==> src/rtl/acs_pkg.sv <==
package acs_pkg;
  localparam int MW = 8;
  localparam int SW = MW + 1;

  typedef logic signed [MW-1:0] metric_t;
  typedef logic signed [SW-1:0] sum_t;

  typedef struct packed {
    sum_t eff;
    logic flip;
  } pair_t;

  // Resolve a complementary pair: the better of +bm and -bm.
  function automatic pair_t resolve_pair(metric_t bm, bit use_pair);
    pair_t r;
    r.eff  = sum_t'(bm);
    r.flip = 1'b0;
    if (use_pair && bm[MW-1]) begin
      r.eff  = -sum_t'(bm);
      r.flip = 1'b1;
    end
    return r;
  endfunction

  // Signed add with clamp to the SW-bit range.
  function automatic sum_t sat_add(sum_t a, sum_t b);
    logic signed [SW:0] w;
    w = {a[SW-1], a} + {b[SW-1], b};
    if (w[SW] != w[SW-1])
      return w[SW] ? {1'b1, {(SW-1){1'b0}}} : {1'b0, {(SW-1){1'b1}}};
    return w[SW-1:0];
  endfunction

  // Strictly greater: an equal challenger never displaces the incumbent.
  function automatic bit beats(sum_t challenger, sum_t incumbent);
    return challenger > incumbent;
  endfunction
endpackage

==> src/rtl/acs_branch_add.sv <==
module acs_branch_add
  import acs_pkg::*;
#(
  parameter int PBITS = 1
) (
  input  metric_t sm,
  input  metric_t bm,
  input  logic    zero_pred,
  output sum_t    sum,
  output logic    par
);
  pair_t pr;
  sum_t  base;

  always_comb begin
    pr   = resolve_pair(bm, PBITS > 0);
    base = zero_pred ? '0 : sum_t'(sm);
    sum  = sat_add(base, pr.eff);
    par  = pr.flip;
  end
endmodule

==> src/rtl/acs_cmp_tree.sv <==
module acs_cmp_tree
  import acs_pkg::*;
#(
  parameter int DELTA = 3,
  parameter int PBITS = 1,
  parameter int PIPE  = 1
) (
  input  logic                    clk,
  input  logic                    rst_n,
  input  logic                    in_v,
  input  logic [(1<<DELTA)*SW-1:0] leaf_m,
  input  logic [(1<<DELTA)-1:0]   leaf_par,
  output logic                    out_v,
  output sum_t                    best_m,
  output logic [DELTA+PBITS-1:0]  best_ix
);
  localparam int RADIX = 1 << DELTA;
  localparam int IW    = DELTA + PBITS;

  for (genvar l = 0; l <= DELTA; l++) begin : lvl
    localparam int N = RADIX >> l;
    sum_t          m  [N];
    logic [IW-1:0] ix [N];
    logic          v;

    if (l == 0) begin : g_leaf
      always_comb begin
        for (int n = 0; n < N; n++) begin
          m[n]  = sum_t'(leaf_m[n*SW +: SW]);
          ix[n] = (PBITS > 0) ? IW'((n << PBITS) | int'(leaf_par[n])) : IW'(n);
        end
      end
      assign v = in_v;
    end else begin : g_node
      sum_t          mn  [N];
      logic [IW-1:0] ixn [N];
      always_comb begin
        for (int n = 0; n < N; n++) begin
          if (beats(lvl[l-1].m[2*n+1], lvl[l-1].m[2*n])) begin
            mn[n]  = lvl[l-1].m[2*n+1];
            ixn[n] = lvl[l-1].ix[2*n+1];
          end else begin
            mn[n]  = lvl[l-1].m[2*n];
            ixn[n] = lvl[l-1].ix[2*n];
          end
        end
      end
      if (PIPE != 0) begin : g_reg
        always_ff @(posedge clk or negedge rst_n) begin
          if (!rst_n) v <= 1'b0;
          else        v <= lvl[l-1].v;
        end
        always_ff @(posedge clk) begin
          if (lvl[l-1].v) begin
            m  <= mn;
            ix <= ixn;
          end
        end
      end else begin : g_comb
        assign v = lvl[l-1].v;
        always_comb begin
          m  = mn;
          ix = ixn;
        end
      end
    end
  end

  assign out_v   = lvl[DELTA].v;
  assign best_m  = lvl[DELTA].m[0];
  assign best_ix = lvl[DELTA].ix[0];
endmodule

==> src/rtl/acs_unit.sv <==
module acs_unit
  import acs_pkg::*;
#(
  parameter int DELTA = 3,
  parameter int PBITS = 1,
  parameter int PIPE  = 1
) (
  input  logic                       clk,
  input  logic                       rst_n,
  input  logic                       in_valid,
  input  logic                       blk_start,
  input  logic [(1<<DELTA)*MW-1:0]   pred_metrics,
  input  logic [(1<<DELTA)*MW-1:0]   branch_metrics,
  output logic                       out_valid,
  output logic [SW-1:0]              new_metric,
  output logic [DELTA+PBITS-1:0]     surv_idx
);
  localparam int RADIX = 1 << DELTA;
  localparam int IW    = DELTA + PBITS;

  // Named internal events, observed by the bound checker.
  logic [RADIX*SW-1:0] leaf_sum_flat;
  logic [RADIX-1:0]    leaf_par;
  logic                tree_v;
  sum_t                tree_m;
  logic [IW-1:0]       tree_ix;

  for (genvar g = 0; g < RADIX; g++) begin : g_br
    acs_branch_add #(.PBITS(PBITS)) u_add (
      .sm       (pred_metrics[g*MW +: MW]),
      .bm       (branch_metrics[g*MW +: MW]),
      .zero_pred(blk_start),
      .sum      (leaf_sum_flat[g*SW +: SW]),
      .par      (leaf_par[g])
    );
  end

  acs_cmp_tree #(.DELTA(DELTA), .PBITS(PBITS), .PIPE(PIPE)) u_tree (
    .clk     (clk),
    .rst_n   (rst_n),
    .in_v    (in_valid),
    .leaf_m  (leaf_sum_flat),
    .leaf_par(leaf_par),
    .out_v   (tree_v),
    .best_m  (tree_m),
    .best_ix (tree_ix)
  );

  always_ff @(posedge clk or negedge rst_n) begin
    if (!rst_n) begin
      out_valid  <= 1'b0;
      new_metric <= '0;
      surv_idx   <= '0;
    end else begin
      out_valid <= tree_v;
      if (tree_v) begin
        new_metric <= tree_m;
        surv_idx   <= tree_ix;
      end
    end
  end
endmodule

==> config.mk <==
export PLATFORM = sky130hd
export DESIGN_NAME = acs_unit
export DESIGN_NICKNAME = d
export VERILOG_FILES = /design/src/rtl/acs_pkg.sv /design/src/rtl/acs_branch_add.sv /design/src/rtl/acs_cmp_tree.sv /design/src/rtl/acs_unit.sv
export SDC_FILE = /design/constraint.sdc
export NUM_CORES = 1
export LEC_CHECK = 0
export BUFFER_PORTS_ARGS = -buffer_cell sky130_fd_sc_hd__buf_2
export CAP_MARGIN = 20
export CELL_PAD_IN_SITES_DETAIL_PLACEMENT = 1
export CELL_PAD_IN_SITES_GLOBAL_PLACEMENT = 2
export CORE_MARGIN = 2
export CORE_UTILIZATION = 37
export DETAILED_ROUTE_END_ITERATION = 7
export GPL_ROUTABILITY_DRIVEN = 0
export HOLD_SLACK_MARGIN = 0.12
export MAX_ROUTING_LAYER = met4
export PLACE_DENSITY_LB_ADDON = 0.1
export SYNTH_ARGS = -nofsm -noshare
export SYNTH_HDL_FRONTEND = slang
export SYNTH_SLANG_ARGS = --single-unit
export TNS_END_PERCENT = 100
==> constraint.sdc <==
create_clock -name clk -period 3.8 [get_ports clk]
set_clock_uncertainty 0.2 [all_clocks]
set_input_delay 0.19 -clock clk [delete_from_list [all_inputs] [get_ports clk]]
set_output_delay 0.19 -clock clk [all_outputs]
set_load 0.01 [all_outputs]
# == Word-level counts from Yosys, hierarchy flattened ==
# Index checks and enable logic that the tools add are counted.
# op_classes
shifts,0
n_bitwise,0
eq_ne,8
order_cmp,7
div,0
n_mul,0
n_mux,62
addsub,16
n_reduce_logical,0
# ops
cell,n
9-bit 2-to-1 mux,39
9-bit by 9-bit adder with 10-bit output,8
10-bit 2-to-1 mux,8
8-bit negation with 9-bit output,8
9-bit greater-than comparator,7
4-bit 2-to-1 mux,3
1-bit 2-to-1 mux,8
2-bit 2-to-1 mux,4
1-bit != test,8
# totals
latchBits,0
mem_count,0
ram_bits,0
regBits,108
rom_bits,0

# == Longest topological paths before layout ==
# Gate-level depths: netlist of the first run.
# logic_depth
word_depth,8
mapped_depth,28
ltp_nobuf,27

# == Modules after synthesis ==
# From an unflattened synthesis of the first run, not the netlist that was laid out.
# unflattened
cells_unflattened,1175
area_unflattened_um2,11273.3
# by_module_without_submodules
module,area_per_inst_um2,n_inst,seq_area_each_um2,cells_per_inst
acs_cmp_tree,5087.4,1,2507.4,391
acs_branch_add at g_br[0].u_add ...,764.5,4,0.0,101
acs_branch_add at g_br[2].u_add ...,640.6,3,0.0,88
acs_branch_add at g_br[3].u_add,660.6,1,0.0,88
acs_unit,545.5,1,350.3,28

# == Worst setup path before layout of the first run ==
# OpenSTA, ideal clock, no wires.
# synth_path
path_kind,input to register
from,in blk_start
to,reg u_tree.lvl[1].ix[4] (netlist name) (data pin)
n_path_buf,3
arrival_time_ns,5.222
required_ns,3.340
path_slack_ns,-1.882
setup_time_ns,0.260
stages,26
path_cell_list,clkbuf_1 clkbuf_1 nor2b_1 ha_1 fa_1 a21o_1 a21oi_1 o21bai_1 a21oi_1 o21bai_1 a21oi_1 xnor2_1 ha_1 clkinv_1 a21o_1 a31oi_1 a21oi_1 ha_1 nor2b_1 o21a_1 o21a_1 o21ai_0 maj3_1 o22ai_1 buf_2 mux2_2
# synth_lines
item,line_no,rtl
start: declaration,acs_unit.sv:11,"input logic blk_start,"
end signal: assignment,acs_cmp_tree.sv:56,ix <= ixn;
end: declaration,acs_cmp_tree.sv:23,logic [IW-1:0] ix [N];

==> results of run 1 <==
Yosys cell counts (all sizes together), types with 15 or more instances:
library cell	instances
inv	121
nor2	56
a21o	34
o21ai	52
o21a	32
ha	147
a211oi	20
a21oi	69
mux2i	29
nand2b	23
xor2	24
nor2b	83
nand3	16
nand2	70
dfrtp	17
clkbuf	15
xnor2	66
edfxtp	81
mux2	58
state kept, by name, indices dropped and copies added, names as in the netlist:
name / cells
u_tree.lvl.m: 54
u_tree.lvl.ix: 14
new_metric: 9
u_tree.best_m: 9
surv_idx: 4
u_tree.best_ix: 4
u_tree.lvl.v: 2
out_valid: 1
u_tree.out_v: 1
logic make-up after synthesis:
kind of cell | after synthesis | synth area share [%]
xor gates and xnor gates | 90 | 7.29
other | 1 | 0.0347
muxes | 87 | 8.73
and+or+nand+nor | 323 | 16.1
adders and majority gates | 158 | 18.8
DFF | 98 | 26.4
AOI/OAI and AO/OA | 285 | 17.6
buffers and inverters | 143 | 5.05
stage by stage:
step	worst slack [ns]	area [µm²]	TNS, ns	utilization (%)	power [mW]
after floorplan	-1.13	11100	-36.45	-	4.76
after global placement	-1.51	15100	-54.90	52.6	6.43
after detailed placement	-1.66	15100	-62.69	52.6	6.63
after CTS	-0.787	16800	-29.71	58.7	8.27
after global routing	-1.31	17700	-44.87	61.8	9.53
final	-1.18	17700	-37.56	61.8	8.97
layout make-up:
| type | count | area (µm²) | share of cell area [%] |
|---|---|---|---|
| multi-input combinational | 951 | 8830 | 49.8 |
| timing repair buffer | 640 | 4740 | 26.8 |
| tap | 384 | 480 | 2.71 |
| clock buffer | 9 | 225 | 1.27 |
| inverter | 122 | 487 | 2.74 |
| clock inverter | 7 | 106 | 0.600 |
| sequential | 98 | 2860 | 16.1 |
worst register-to-register path, cell delays in order (launching register included):
cell      delay (ns)
edfxtp_1        0.44
ha_1            0.33
nor2b_1         0.17
o21a_1          0.13
o21a_1          0.12
o21a_1          0.13
o21a_1          0.11
o21ai_0         0.09
a31oi_1         0.59
buf_4           0.29
mux2_2          0.37
routing by layer:
layer  share of wire (%)  routed length (µm)  vias up
met2                  53               20700      185
met3                 2.4                 947       66
met4                 2.2                 852        0
met5                   0                   0        -
met1                  42               16600     5436
li1                    -                   -     5527
report_power, final:
part	switching (mW)	internal [mW]	total [mW]
Sequential	0.259	1.79	2.05
Combinational	2.75	3.18	5.92
Clock	0.410	0.590	1.00
worst max-delay path by stage:
stage / startpoint / to / cells past startpoint
finish: branch_metrics[0] / u_tree.lvl[1].m[27]$_DFFE_PP_ / 27
global route: branch_metrics[0] / u_tree.lvl[1].m[27]$_DFFE_PP_ / 28
CTS: branch_metrics[33] / u_tree.lvl[1].ix[4]$_DFFE_PP_ / 26
detailed placement: branch_metrics[2] / u_tree.lvl[1].m[30]$_DFFE_PP_ / 24
global placement: branch_metrics[0] / u_tree.lvl[1].m[30]$_DFFE_PP_ / 25
floorplan: blk_start / u_tree.lvl[1].ix[12]$_DFFE_PP_ / 26
repair_timing:
item / 4_1_cts / 5_1_grt
cloned: 2 / 1
gates resized for setup: 180 / 134
hold buffers: 2 / 0
endpoints found under the setup margin: 44 / 44
hold endpoints to repair: 17 / 0
setup buffers: 77 / 34
pin swaps: 101 / 107
placed cells by master, fill, tap and decap left out, types with 7 or more instances in the layout:
master	count
buf_4	459
buf_2	133
ha_1	118
inv_1	100
edfxtp_1	81
nor2b_1	77
nand2_1	60
xnor2_1	56
nor2_1	52
mux2_2	47
a21oi_1	35
a21o_1	34
buf_6	32
o21a_1	31
a21oi_2	27
mux2i_1	23
o21ai_0	22
xor2_1	21
ha_4	20
nand2b_1	19
dfrtp_1	17
o21ai_2	14
inv_2	14
nand4_1	14
nand3_1	11
mux2_4	11
o21ai_1	10
a211oi_1	10
clkbuf_16	10
xnor2_2	9
ha_2	9
buf_8	9
or3_1	8
conb_1	8
a211oi_4	7
a21oi_4	7
o21bai_1	7
==> results.yml, run 1 <==
power_and_ir_drop:
  p_leak_nw: 8.48
  peakVddDrop_mv: 0.286
  p_per_area_mw_per_mm2: 506
worst_setup_path:
  r2r-end: "u_tree.best_m[2]$_DFFE_PP_"
  rr_worst_depth: 10
  crit_required_ns: 3.73
  critPathKind: "in -> reg"
  ff2ff_setup_slack_ns: 0.59
  arrival_ns: 4.92
  cp-end-kind: "flop"
  cpPeakStageDelay_ns: 0.37
  crit_path_top_delay_cell: "fa_2"
  r2r-start: "u_tree.lvl[2].m[1]$_DFFE_PP_"
  critPathBufInv: 4
  cp-start-kind: "input port"
  cp_max_fo: 5
  crit_family: "compound AO/OA/AOI/OAI gates"
clocking:
  htree_levels: 3
  clk_latency_ns: 0.33
  cts_max_path_buffers: 2
  cts_buffers: 9
  cts_tree: "yes"
  cts_root_buf: "clkbuf_16"
  cts_num_sinks: 98
  clk_pin_slew_worst_paths_ns: 0.07
global_routing:
  top_usage_layer: "met2"
  grt_overflow: 0
  grt_max_degree: 46
  grt_pass1_vias: 12000
  use_met2_pct: 43.8
  met1_usage_pct: 29.2
  grtUsageTotal_pct: 23.8
  grt_pass1_wl_um: 58300
  grt_util_met3_pct: 1.61
  antenna_found_initial: 0
layout:
  final_cells: 2211
  drive_above_1_share_pct: 51.1
  fin_nets: 2109
  syn2layout_area_growth_pct: 64.1
  n_fill_cell: 3242
  antenna_cells: 0
floorplanning:
  start_util_pct: 37.7
  dieArea_mm2: 0.0306
  die_h_um: 175
  rows: 62
  io_pins: 146
  die_x_um: 175
  core-area_mm2: 0.0287
route:
  ant_nets: 0
  vias_per_cell: 5.07
  drt_iter0_drc: 352
  wl_per_cell_um: 17.7
  drc: 0
  routed_wl_um: 39100
  dr.pass1.iters: 4
  vias: 11200
synthesis:
  ys_seq_area_share_pct: 26.4
  synthCells: 1185
  netlist_area_mm2: 0.0108
  synth.area.top_cells: "edfxtp_1 23%, ha_1 17%, mux2_2 6.0%"
  synth_edf_count: 81
  yosysTopAreaCellShare_pct: 22.5
  yosysWarnings: 0
  syn_avg_cell_area_um2: 9.12
  ys_types: 75
  synth-seq-cells: 98
  ys.flop_type: "edfxtp_1"
  yosys.area.top_type: "edfxtp_1"
  synthArstFlopShare_pct: 17.3
timing:
  drv_slew: 0
  setup_ws_ns: -1.18
  hold_violations: 0
  fmax_mhz: 201
  rsz0062_at_grt: "yes"
  post-route-period-util_pct: 131
  period_needed_ns: 4.98
  hold_ws_ns: 0.130
  tightest_slew_ns: 0.999
  slew-limit-headroom_pct: 33.4
  setup_viol: 44
worst_hold_path:
  hold_depth: 3
  hold_path_class: "in -> reg"
  holdPathEnd: "u_tree.lvl[1].ix[0]$_DFFE_PP_"
  min_from: "branch_metrics[63]"
outcome:
  status: "complete, but fails checks"
  failed_checks: "negative setup slack"
placed_design:
  io_buffers: 145
  placed_cells: 2087
  place_hpwl_um: 26400
run:
  cap_violations: 0
No activity file was read; power rests on OpenSTA's default activity.
==> run 2, diff against run 1 <==
CELL_PAD_IN_SITES_DETAIL_PLACEMENT = not set   (was 1)
CELL_PAD_IN_SITES_GLOBAL_PLACEMENT = not set   (was 2)
CORE_UTILIZATION = 50   (was 37)
MAX_ROUTING_LAYER = not set   (was met4)
PLACE_DENSITY = 0.71   (was not set)
PLACE_DENSITY_LB_ADDON = not set   (was 0.1)
==> run 2 against run 1 <==
The run still ends with negative setup slack left; critical path depth shrank 3; register-to-register slack worse by 0.03 ns; via count fell by 0.44%.
==> results.yml, run 2 (synthesis results as in run 1) <==
outcome:
  status: "complete, but fails checks"
  failed_checks: "negative setup slack"
global_routing:
  grt_pass1_wl_um: 49800
  grt_overflow: 0
  antenna_found_initial: 0
  grtUsageTotal_pct: 26.7
  grt_max_degree: 46
  grt_pass1_vias: 11000
power_and_ir_drop:
  peakVddDrop_mv: 0.323
  p_per_area_mw_per_mm2: 513
  finalPower_mw: 8.69
  p_leak_nw: 8.24
layout:
  antenna_cells: 0
  max_flop_register: "u_tree.lvl.m"
  reg.largest.list: "u_tree.lvl.m: 54 flops, u_tree.lvl.ix: 14 flops"
  fin_nets: 2078
  drive_above_1_share_pct: 48.4
  syn2layout_area_growth_pct: 56.7
  final_common_cell: "buf_4"
  largest_reg_flops: 54
  most-common-layout-cells: "440 x buf_4, 135 x buf_2, 126 x ha_1"
worst_setup_path:
  cp-start-kind: "input port"
  crit_path_top_delay_cell: "a221oi_4"
  crit_family: "compound AO/OA/AOI/OAI gates"
  cp-end-kind: "flop"
  r2r-start: "u_tree.lvl[1].m[19]$_DFFE_PP_"
  critPathKind: "in -> reg"
  arrival_ns: 4.66
  critPathLaunch: "branch_metrics[5]"
  cpPeakStageDelay_ns: 0.35
  crit_required_ns: 3.70
  cp_max_fo: 5
  critPathBufInv: 2
  path_cells: "buf_2 -> nor4_4 -> nand2_1 -> nand2_1 -> xnor2_1 -> ha_1 -> o211a_1 -> a211oi_4 -> a21oi_2 -> a21o_1 -> nand2_2 -> ha_4 -> buf_6 -> and3_4 -> a211oi_4 -> ha_4 -> nor2b_1 -> o21a_1 -> o21ai_2 -> a21oi_2 -> a221oi_4 -> o21ai_2 -> nand3_4 -> mux2_4"
clocking:
  clk_pin_slew_worst_paths_ns: 0.08
  clk_latency_ns: 0.34
  cts_num_sinks: 98
  cts_tree: "yes"
  cts_max_path_buffers: 2
  cts_root_buf: "clkbuf_16"
  cts_buffers: 9
  htree_levels: 3
timing:
  setup_tns_ns: -35.17
  tightest_slew_ns: 1.02
  setup_ws_ns: -0.968
  post-route-period-util_pct: 125
  drv_slew: 0
  period_needed_ns: 4.77
  hold_ws_ns: 0.147
  setup_viol: 44
  rsz0062_at_grt: "yes"
  hold_violations: 0
  fmax_mhz: 210
  slew-limit-headroom_pct: 32.1
route:
  dr.pass1.iters: 5
  routed_wl_um: 33100
  ant_nets: 0
  vias_per_cell: 5.39
  wl_per_cell_um: 16.0
  drc: 0
  vias: 11200
  drt_iter0_drc: 592
floorplanning:
  core-area_mm2: 0.0212
  start_util_pct: 51.1
  rows: 53
  dieArea_mm2: 0.0228
  io_pins: 146
  die_h_um: 151
  die_x_um: 151
placed_design:
  dp_slack_ns: -1.43
  io_buffers: 145
  place_hpwl_um: 22200
run:
  cap_violations: 0
worst_hold_path:
  min_from: "branch_metrics[63]"
  hold_path_class: "in -> reg"
==> run 2: cell count changes in the layout (fill, tap and decap cells not counted), moves of 7 or more <==
cell / delta
buf_4: -19
ha_1: +8
ha_4: -7
buf_6: -11
a21oi_1: +8
==> run 2: path summary, 6_finish.rpt <==
check	slack [ns]	depth (start not counted)	end
setup / recovery	-0.97	24	u_tree.lvl[1].m[34]$_DFFE_PP_
hold / removal	0.15	3	u_tree.lvl[1].ix[0]$_DFFE_PP_
setup reg to reg	0.56	10	u_tree.lvl[2].m[16]$_DFFE_PP_
hold reg to reg	0.28	1	new_metric[8]$_DFFE_PN0P_
max in group asynchronous	2.14	3	new_metric[5]$_DFFE_PN0P_
min in group asynchronous	0.79	3	new_metric[0]$_DFFE_PN0P_
==> run 2: report_power, final <==
group / leakage, nW / internal, mW / switching [mW]
Clock: 0.152 / 0.497 / 0.422
Combinational: 7.10 / 3.11 / 2.63
Sequential: 0.990 / 1.79 / 0.240
Total: 8.24 / 5.40 / 3.29
==> run 2: metrics by stage <==
step                      instances  util [%]  area [µm²]
final                          2071      80.1       16900
after global routing           2071      80.1       16900
after CTS                      2046      77.1       16300
after detailed placement       1959      70.2       14800
after global placement         1959      70.2       14800
after floorplan                1192         -       11100
==> run 2: final cells by class <==
| cell class | instances | area, µm² |
|---|---|---|
| clock inverter | 6 | 55.1 |
| tap | 275 | 344 |
| clock buffer | 10 | 250 |
| multi-input combinational | 951 | 8510 |
| inverter | 122 | 479 |
| fill | 1241 | 4220 |
| timing repair buffer | 609 | 4440 |
| sequential | 98 | 2860 |
==> run 2: repair_timing <==
item,4_1_cts,5_1_grt
setup buffers,68,29
gates cloned,3,0
setup endpoints to repair,44,44
gates resized for setup,146,84
hold buffers,2,0
pin swaps,74,72
hold endpoints to repair,17,0
==> run 2: worst register-to-register path: cells and delay by family, from the launching register on <==
kind / cells / cell delay, ns
AOI/OAI and AO/OA: 6 / 1.18
DFF: 1 / 0.43
muxes: 1 / 0.36
adders and majority gates: 1 / 0.35
buffers and inverters: 1 / 0.29
and+or+nand+nor: 1 / 0.19
==> run 2: per-layer routing <==
layer,GRT usage (%),share of wire (%),up-vias
li1,-,-,5485
met1,34.0,43,5325
met2,48.9,51,294
met3,2.26,3.7,61
met4,6.54,2.1,0
met5,0,0,-
